`src/rtl/i2cs_pkg.sv`:
```
package i2cs_pkg;

   localparam int BYTE_W = 8;
   localparam int CNT_W  = 4;

   localparam logic [7:0] ST_IDLE     = 8'hF8;
   localparam logic [7:0] ST_OWN_WR   = 8'h60;
   localparam logic [7:0] ST_GC       = 8'h70;
   localparam logic [7:0] ST_RX_ACK   = 8'h80;
   localparam logic [7:0] ST_RX_NACK  = 8'h88;
   localparam logic [7:0] ST_GC_ACK   = 8'h90;
   localparam logic [7:0] ST_GC_NACK  = 8'h98;
   localparam logic [7:0] ST_BUS_END  = 8'hA0;
   localparam logic [7:0] ST_OWN_RD   = 8'hA8;
   localparam logic [7:0] ST_TX_ACK   = 8'hB8;
   localparam logic [7:0] ST_TX_NACK  = 8'hC0;
   localparam logic [7:0] ST_TX_LAST  = 8'hC8;

   typedef enum logic [2:0] {
      S_IDLE,
      S_ADDR,
      S_AACK,
      S_RX,
      S_RACK,
      S_TX,
      S_TACK,
      S_HOLD
   } eng_state_t;

endpackage

```
`src/rtl/i2cs_line_sync.sv`:
```
module i2cs_line_sync #(
   parameter int STAGES = 2
) (
   input  logic clk,
   input  logic rst_n,
   input  logic scl_i,
   input  logic sda_i,
   output logic sda_lvl,
   output logic scl_rise,
   output logic scl_fall,
   output logic start_det,
   output logic stop_det
);

   localparam int DEPTH = STAGES + 1;

   logic [DEPTH-1:0] scl_pipe;
   logic [DEPTH-1:0] sda_pipe;

   generate
      if (STAGES < 2) begin : g_bad_stages
         $error("i2cs_line_sync: STAGES must be at least 2");
      end
      if (DEPTH == 1) begin : g_one
         always_ff @(posedge clk or negedge rst_n) begin
            if (!rst_n) begin
               scl_pipe <= '1;
               sda_pipe <= '1;
            end else begin
               scl_pipe[0] <= scl_i;
               sda_pipe[0] <= sda_i;
            end
         end
      end else begin : g_chain
         always_ff @(posedge clk or negedge rst_n) begin
            if (!rst_n) begin
               scl_pipe <= '1;
               sda_pipe <= '1;
            end else begin
               scl_pipe <= {scl_pipe[DEPTH-2:0], scl_i};
               sda_pipe <= {sda_pipe[DEPTH-2:0], sda_i};
            end
         end
      end
   endgenerate

   logic scl_now, scl_prev, sda_now, sda_prev;

   assign scl_now  = scl_pipe[DEPTH-2];
   assign scl_prev = scl_pipe[DEPTH-1];
   assign sda_now  = sda_pipe[DEPTH-2];
   assign sda_prev = sda_pipe[DEPTH-1];

   assign sda_lvl   = sda_now;
   assign scl_rise  = scl_now & ~scl_prev;
   assign scl_fall  = ~scl_now & scl_prev;
   assign start_det = scl_now & scl_prev & sda_prev & ~sda_now;
   assign stop_det  = scl_now & scl_prev & ~sda_prev & sda_now;

endmodule

```
`src/rtl/i2cs_addr_match.sv`:
```
module i2cs_addr_match #(
   parameter int SLOTS  = 4,
   parameter bit MASKED = 1'b1
) (
   input  logic [7:0]         rx_addr,
   input  logic [8*SLOTS-1:0] own_addr,
   input  logic [8*SLOTS-1:0] addr_mask,
   output logic               hit_own,
   output logic               hit_gc
);

   logic [SLOTS-1:0] slot_hit;

   genvar gi;
   generate
      for (gi = 0; gi < SLOTS; gi++) begin : g_slot
         logic [6:0] slot_addr;
         logic [6:0] slot_mask;
         assign slot_addr = own_addr[8*gi+7 : 8*gi+1];
         assign slot_mask = addr_mask[8*gi+7 : 8*gi+1];
         if (MASKED) begin : g_masked
            assign slot_hit[gi] = ((rx_addr[7:1] ^ slot_addr) & ~slot_mask) == 7'd0;
         end else begin : g_exact
            logic unused_mask;
            assign unused_mask  = ^slot_mask;
            assign slot_hit[gi] = (rx_addr[7:1] == slot_addr);
         end
      end
   endgenerate

   logic zero_addr;
   assign zero_addr = (rx_addr[7:1] == 7'd0);

   assign hit_gc  = (rx_addr == 8'h00) & own_addr[0];
   assign hit_own = (|slot_hit) & ~zero_addr;

endmodule

```
`src/rtl/i2cs_engine.sv`:
```
module i2cs_engine
   import i2cs_pkg::*;
(
   input  logic        clk,
   input  logic        rst_n,
   input  logic        sda_lvl,
   input  logic        scl_rise,
   input  logic        scl_fall,
   input  logic        start_det,
   input  logic        stop_det,
   input  logic        hit_own,
   input  logic        hit_gc,
   input  logic        ack_en,
   input  logic        flag_clr,
   input  logic [7:0]  tx_byte,
   output logic [7:0]  shreg,
   output logic        scl_low,
   output logic        sda_low,
   output logic        flag,
   output logic [7:0]  status,
   output logic [7:0]  rx_byte
);

   localparam logic [CNT_W-1:0] LAST_RX  = CNT_W'(BYTE_W);
   localparam logic [CNT_W-1:0] LAST_TX  = CNT_W'(BYTE_W - 1);

   eng_state_t       state, resume;
   logic [CNT_W-1:0] cnt;
   logic             gc_path, rd_path, last_tx, acked, master_ack;
   logic             addressed;

   assign addressed = (state == S_AACK) || (state == S_RX) || (state == S_RACK) ||
                      (state == S_TX)   || (state == S_TACK) || (state == S_HOLD);
   assign scl_low   = (state == S_HOLD);

   always_ff @(posedge clk or negedge rst_n) begin
      if (!rst_n) begin
         state      <= S_IDLE;
         resume     <= S_IDLE;
         cnt        <= '0;
         shreg      <= '0;
         sda_low    <= 1'b0;
         flag       <= 1'b0;
         status     <= ST_IDLE;
         rx_byte    <= '0;
         gc_path    <= 1'b0;
         rd_path    <= 1'b0;
         last_tx    <= 1'b0;
         acked      <= 1'b0;
         master_ack <= 1'b0;
      end else begin
         if (flag_clr) flag <= 1'b0;

         if (stop_det) begin
            if (addressed) begin
               flag   <= 1'b1;
               status <= ST_BUS_END;
            end
            state   <= S_IDLE;
            sda_low <= 1'b0;
         end else if (start_det) begin
            if (addressed) begin
               flag   <= 1'b1;
               status <= ST_BUS_END;
            end
            state   <= S_ADDR;
            cnt     <= '0;
            sda_low <= 1'b0;
         end else begin
            unique case (state)
               S_IDLE: ;

               S_ADDR: begin
                  if (scl_rise) begin
                     shreg <= {shreg[6:0], sda_lvl};
                     cnt   <= cnt + 1'b1;
                  end else if (scl_fall && cnt == LAST_RX) begin
                     rx_byte <= shreg;
                     if ((hit_own || hit_gc) && ack_en) begin
                        sda_low <= 1'b1;
                        gc_path <= hit_gc;
                        rd_path <= shreg[0] & ~hit_gc;
                        state   <= S_AACK;
                     end else begin
                        state <= S_IDLE;
                     end
                  end
               end

               S_AACK: begin
                  if (scl_fall) begin
                     sda_low <= 1'b0;
                     flag    <= 1'b1;
                     status  <= gc_path ? ST_GC : (rd_path ? ST_OWN_RD : ST_OWN_WR);
                     resume  <= rd_path ? S_TX : S_RX;
                     state   <= S_HOLD;
                  end
               end

               S_RX: begin
                  if (scl_rise) begin
                     shreg <= {shreg[6:0], sda_lvl};
                     cnt   <= cnt + 1'b1;
                  end else if (scl_fall && cnt == LAST_RX) begin
                     rx_byte <= shreg;
                     acked   <= ack_en;
                     sda_low <= ack_en;
                     state   <= S_RACK;
                  end
               end

               S_RACK: begin
                  if (scl_fall) begin
                     sda_low <= 1'b0;
                     flag    <= 1'b1;
                     if (acked) status <= gc_path ? ST_GC_ACK : ST_RX_ACK;
                     else       status <= gc_path ? ST_GC_NACK : ST_RX_NACK;
                     resume  <= acked ? S_RX : S_IDLE;
                     state   <= S_HOLD;
                  end
               end

               S_TX: begin
                  if (scl_fall) begin
                     if (cnt == LAST_TX) begin
                        sda_low <= 1'b0;
                        state   <= S_TACK;
                     end else begin
                        sda_low <= ~shreg[6];
                        shreg   <= {shreg[6:0], 1'b0};
                        cnt     <= cnt + 1'b1;
                     end
                  end
               end

               S_TACK: begin
                  if (scl_rise) begin
                     master_ack <= ~sda_lvl;
                  end else if (scl_fall) begin
                     flag <= 1'b1;
                     if (!master_ack)  status <= ST_TX_NACK;
                     else if (last_tx) status <= ST_TX_LAST;
                     else              status <= ST_TX_ACK;
                     resume <= (master_ack && !last_tx) ? S_TX : S_IDLE;
                     state  <= S_HOLD;
                  end
               end

               S_HOLD: begin
                  if (flag_clr) begin
                     state <= resume;
                     cnt   <= '0;
                     if (resume == S_TX) begin
                        shreg   <= tx_byte;
                        sda_low <= ~tx_byte[7];
                        last_tx <= ~ack_en;
                     end
                  end
               end

               default: state <= S_IDLE;
            endcase
         end
      end
   end

endmodule

```
`src/rtl/i2cs_multi_slave.sv`:
```
module i2cs_multi_slave
   import i2cs_pkg::*;
#(
   parameter int SLOTS       = 4,
   parameter int SYNC_STAGES = 2,
   parameter bit MASKED      = 1'b1
) (
   input  logic               clk,
   input  logic               rst_n,
   input  logic               scl_i,
   input  logic               sda_i,
   output logic               scl_low_o,
   output logic               sda_low_o,
   input  logic [8*SLOTS-1:0] own_addr_i,
   input  logic [8*SLOTS-1:0] addr_mask_i,
   input  logic               ack_en_i,
   input  logic               flag_clr_i,
   input  logic [7:0]         tx_byte_i,
   output logic               irq_flag_o,
   output logic [7:0]         status_o,
   output logic [7:0]         rx_byte_o
);

   generate
      if (SLOTS < 1 || SLOTS > 8) begin : g_bad_slots
         $error("i2cs_multi_slave: SLOTS must be 1 to 8");
      end
   endgenerate

   logic       sda_lvl, scl_rise, scl_fall, start_det, stop_det;
   logic       hit_own, hit_gc;
   logic [7:0] shreg;

   i2cs_line_sync #(.STAGES(SYNC_STAGES)) u_sync (
      .clk       (clk),
      .rst_n     (rst_n),
      .scl_i     (scl_i),
      .sda_i     (sda_i),
      .sda_lvl   (sda_lvl),
      .scl_rise  (scl_rise),
      .scl_fall  (scl_fall),
      .start_det (start_det),
      .stop_det  (stop_det)
   );

   i2cs_addr_match #(.SLOTS(SLOTS), .MASKED(MASKED)) u_match (
      .rx_addr   (shreg),
      .own_addr  (own_addr_i),
      .addr_mask (addr_mask_i),
      .hit_own   (hit_own),
      .hit_gc    (hit_gc)
   );

   i2cs_engine u_eng (
      .clk       (clk),
      .rst_n     (rst_n),
      .sda_lvl   (sda_lvl),
      .scl_rise  (scl_rise),
      .scl_fall  (scl_fall),
      .start_det (start_det),
      .stop_det  (stop_det),
      .hit_own   (hit_own),
      .hit_gc    (hit_gc),
      .ack_en    (ack_en_i),
      .flag_clr  (flag_clr_i),
      .tx_byte   (tx_byte_i),
      .shreg     (shreg),
      .scl_low   (scl_low_o),
      .sda_low   (sda_low_o),
      .flag      (irq_flag_o),
      .status    (status_o),
      .rx_byte   (rx_byte_o)
   );

endmodule

```
`config.mk`:
```
export PLATFORM = sky130hd
export DESIGN_NAME = i2cs_multi_slave
export DESIGN_NICKNAME = d
export VERILOG_FILES = /design/src/rtl/i2cs_pkg.sv /design/src/rtl/i2cs_line_sync.sv /design/src/rtl/i2cs_addr_match.sv /design/src/rtl/i2cs_engine.sv /design/src/rtl/i2cs_multi_slave.sv
export SDC_FILE = /design/constraint.sdc
export NUM_CORES = 1
export LEC_CHECK = 0
export BUFFER_PORTS_ARGS = -buffer_cell sky130_fd_sc_hd__buf_2
export CORE_MARGIN = 5
export CORE_UTILIZATION = 40
export CTS_BUF_LIST = sky130_fd_sc_hd__clkbuf_16
export DETAILED_ROUTE_END_ITERATION = 10
export GPL_ROUTABILITY_DRIVEN = 0
export GPL_TIMING_DRIVEN = 0
export PLACE_DENSITY = 0.66
export SLEW_MARGIN = 5
export SYNTH_ARGS = -nofsm -noshare
export SYNTH_HDL_FRONTEND = slang
export SYNTH_SLANG_ARGS = --single-unit
```
`constraint.sdc`:
```
create_clock -name clk -period 2.45 [get_ports clk]
set_input_delay 0.245 -clock clk [delete_from_list [all_inputs] [get_ports clk]]
set_output_delay 0.245 -clock clk [all_outputs]
set_load 0.01 [all_outputs]
```
==> out/results.txt <==
critical-path cell list -> buf_4, or4_1, or4_4, nor3b_4, a311o_2, nand3_1, nand2_1, mux2i_1
CP peak stage delay -> 0.49 ns
P_int -> 2.029 mW
PwrDens -> 913.3 mW/mm^2
Period minus WS final -> 2.342 ns
CTS Root Cell -> clkbuf_16
number of synthesized register bits -> 47
drt drc -> 0
Static Leak -> 1.599 nW
Hold Slack -> 0.05655 ns
fraction of registers with async set/reset -> 100.0%
nets -> 484
Final HPWL DP -> 5.704 mm
pin count of the biggest net entering global routing -> 48
initial antenna violation count -> 0
Max Freq -> 427.0 MHz
relative slew slack -> 32.09%
Top delay family on crit path -> simple AND/OR/NAND/NOR gates
Die Y -> 93.45 um
# setup viols final -> 0
Combinational Power Share -> 42.7%
DR WL/cell -> 14.94 um
Critical Path Source -> u_eng.shreg[7]$_DFFE_PN0P_
most frequent cells in the layout -> 91 x buf_2, 36 x dfrtp_1, 33 x nand2_1
hold_sp -> scl_i
Congestion Overflow GR -> 0
Net Sw Frac -> 37.29%
period utilization -> 95.58%
RSZ-0062 raised after global routing -> false
sequential area share after synthesis -> 42.72%
share of cells above drive strength 1 -> 32.84%
starting density of the core -> 40.99%
Routed WL -> 7.486 mm
Final Slew Violations -> 0
Final Hold Fails -> 0
crit start category -> flip-flop
commonest non-fill, non-tap cell in the layout -> buf_2
WP buf/inv -> 1
DRT Pass-1 Iters -> 4
part of the power in registers -> 37.3%
CP max FO -> 7
Synth Net Count -> 384
outcome -> finished, final reports clean
Num CTS Buffers -> 5
1st-iter DRT viols -> 130
area of the die -> 0.008732 mm^2
Die Span X -> 93.45 um
critical path's slowest cell -> or4_1
number of global-route vias before repair -> 2528
CP Class -> flip-flop to flip-flop
# IOs -> 97
first-pass GRT wire length -> 12.13 mm
Yosys cell types -> 52
Ant. Diodes -> 0
antenna viol nets, final -> 0
EDFF count, synth -> 0
Worst Path Arrival -> 2.55 ns
Max IR drop VDD -> 0.0005718 V
CTS clk-pin slew, worst paths -> 0.06 ns
Sw Pwr -> 1.207 mW
Main synth FF type -> dfrtp_1
Critical Path RT -> 2.66 ns
hold crit path type -> input pin to flip-flop
Core Region -> 0.006794 mm^2
CTS max path bufs -> 2
# rows -> 30
final core occ -> 52.15%
H-tree depth -> 2
Skew-Pair Late Insertion Delay -> 0.29 ns
P&R area growth vs syn -> 27.22%
Post-Syn Area -> 0.002785 mm^2
Max-Cap Viols -> 0
Cells after Synth -> 304
CTS sink cnt -> 47
GRT Total Usage -> 17.41%
nature of the critical path endpoint -> flip-flop
vias per inst -> 5.188
Clk pwr share -> 20.0%
measured slew at the worst slew-check pin -> 1.019 ns
DR vias -> 2599
CTS tree -> done
Synthesis Warnings -> 0
Port Buffers -> 89
Post-Route Skew -> 0.005904 ns
hold buffer count at CTS -> 0
syn avg cell area -> 9.162 um^2
RR Startpoint -> u_eng.shreg[7]$_DFFE_PN0P_
==> stage by stage <==
stage               setup WS, ns  cell area (um^2)  total power, mW  cells  setup TNS, ns
CTS                      0.04513              3497            3.234    497              0
finish                    0.1082              3543            3.236    501              0
global route             0.01488              3543            3.481    501              0
global placement         0.02413              3351            2.542    489              0
detailed placement      -0.02097              3351            2.579    489       -0.07604
floorplan                 0.2192              2785            2.143    304              0
==> worst register-to-register path: stages, from the launching register on <==
cell and delay, ns:
dfrtp_1 0.36, buf_4 0.18, or4_1 0.50, or4_4 0.47, nor3b_4 0.23, a311o_2 0.20
nand3_1 0.07, nand2_1 0.09, mux2i_1 0.18
==> Yosys cell counts, drive strengths merged (3+ instances only) <==
library cell	number	area (um^2)
and2	4	25.02
nand2b	6	37.54
mux2i	8	80.08
nand3	6	30.03
inv	9	33.78
o21ai	21	105.1
a31oi	3	18.77
nand2	33	123.9
nor2	25	93.84
clkbuf	10	37.54
o22ai	13	81.33
xnor2	29	254.0
nor2b	8	50.05
dfstp	11	289.0
nor3	8	45.04
or4	7	56.30
a21oi	19	95.09
dfrtp	36	900.9
buf	5	32.53
mux2	9	101.4
==> routing by layer <==
layer | GRT usage (%) | up-vias | wire [um]
li1 | - | 1286 | -
met1 | 22.62 | 1229 | 3370
met2 | 29.12 | 73 | 3687
met3 | 3.218 | 11 | 329
met4 | 5.617 | 0 | 99
met5 | 0 | - | 0
==> power by group through the flow <==
stage	sequential (mW)	combinational [mW]	clock, mW
2_1_floorplan	1.22	0.926	0
3_3_place_gp	1.19	1.35	0
5_1_grt	1.24	1.55	0.690
3_5_place_dp	1.20	1.38	0
4_1_cts	1.19	1.39	0.655
6_report	1.21	1.38	0.648
==> state kept, by name (all words and copies together) (netlist names) <==
register          cells
u_eng.rd_path         1
u_eng.acked           1
u_eng.flag            1
u_eng.resume          3
u_eng.gc_path         1
u_sync.sda_pipe       3
u_eng.cnt             4
u_eng.rx_byte         8
u_eng.status          8
u_eng.master_ack      1
u_eng.last_tx         1
u_eng.state           3
u_sync.scl_pipe       3
u_eng.shreg           8
u_eng.sda_low         1
==> worst paths after layout <==
| path | to | slack, ns | depth (start not counted) |
|---|---|---|---|
| setup / recovery | u_eng.sda_low$_DFFE_PN0P_ | 0.11 | 8 |
| hold / removal | u_sync.scl_pipe[0]$_DFF_PN1_ | 0.06 | 1 |
| setup reg to reg | u_eng.sda_low$_DFFE_PN0P_ | 0.11 | 8 |
| hold reg to reg | u_sync.scl_pipe[1]$_DFF_PN1_ | 0.36 | 0 |
| max in group asynchronous | u_eng.cnt[0]$_DFFE_PN0P_ | 1.69 | 1 |
| min in group asynchronous | u_eng.rd_path$_DFFE_PN0P_ | 0.13 | 1 |
==> final cells by class <==
cell class | instances | area [um^2]
buffer | 14 | 66.31
clock buffer | 5 | 125.1
timing repair buffer | 94 | 483.0
clock inverter | 3 | 12.51
multi-input combinational | 233 | 1513
inverter | 9 | 33.78
tap | 96 | 120.1
sequential | 47 | 1190
fill | 645 | 3251
==> logic make-up after synthesis <==
| family | share of synthesized area (%) |
|---|---|
| compound gates | 16.80 |
| xor+xnor | 9.119 |
| fa+ha+maj | 0.8983 |
| buf+inv | 3.729 |
| flops | 42.72 |
| mux | 6.514 |
| simple gates | 20.22 |
==> repair_timing <==
action / CTS / global route
endpoints found under the hold margin: 0 / 0
buffers inserted: 0 / 5
pin swaps: 0 / 2
gates resized for setup: 1 / 3
setup endpoints to repair: 8 / 12
No activity file was read; power rests on OpenSTA's default activity.
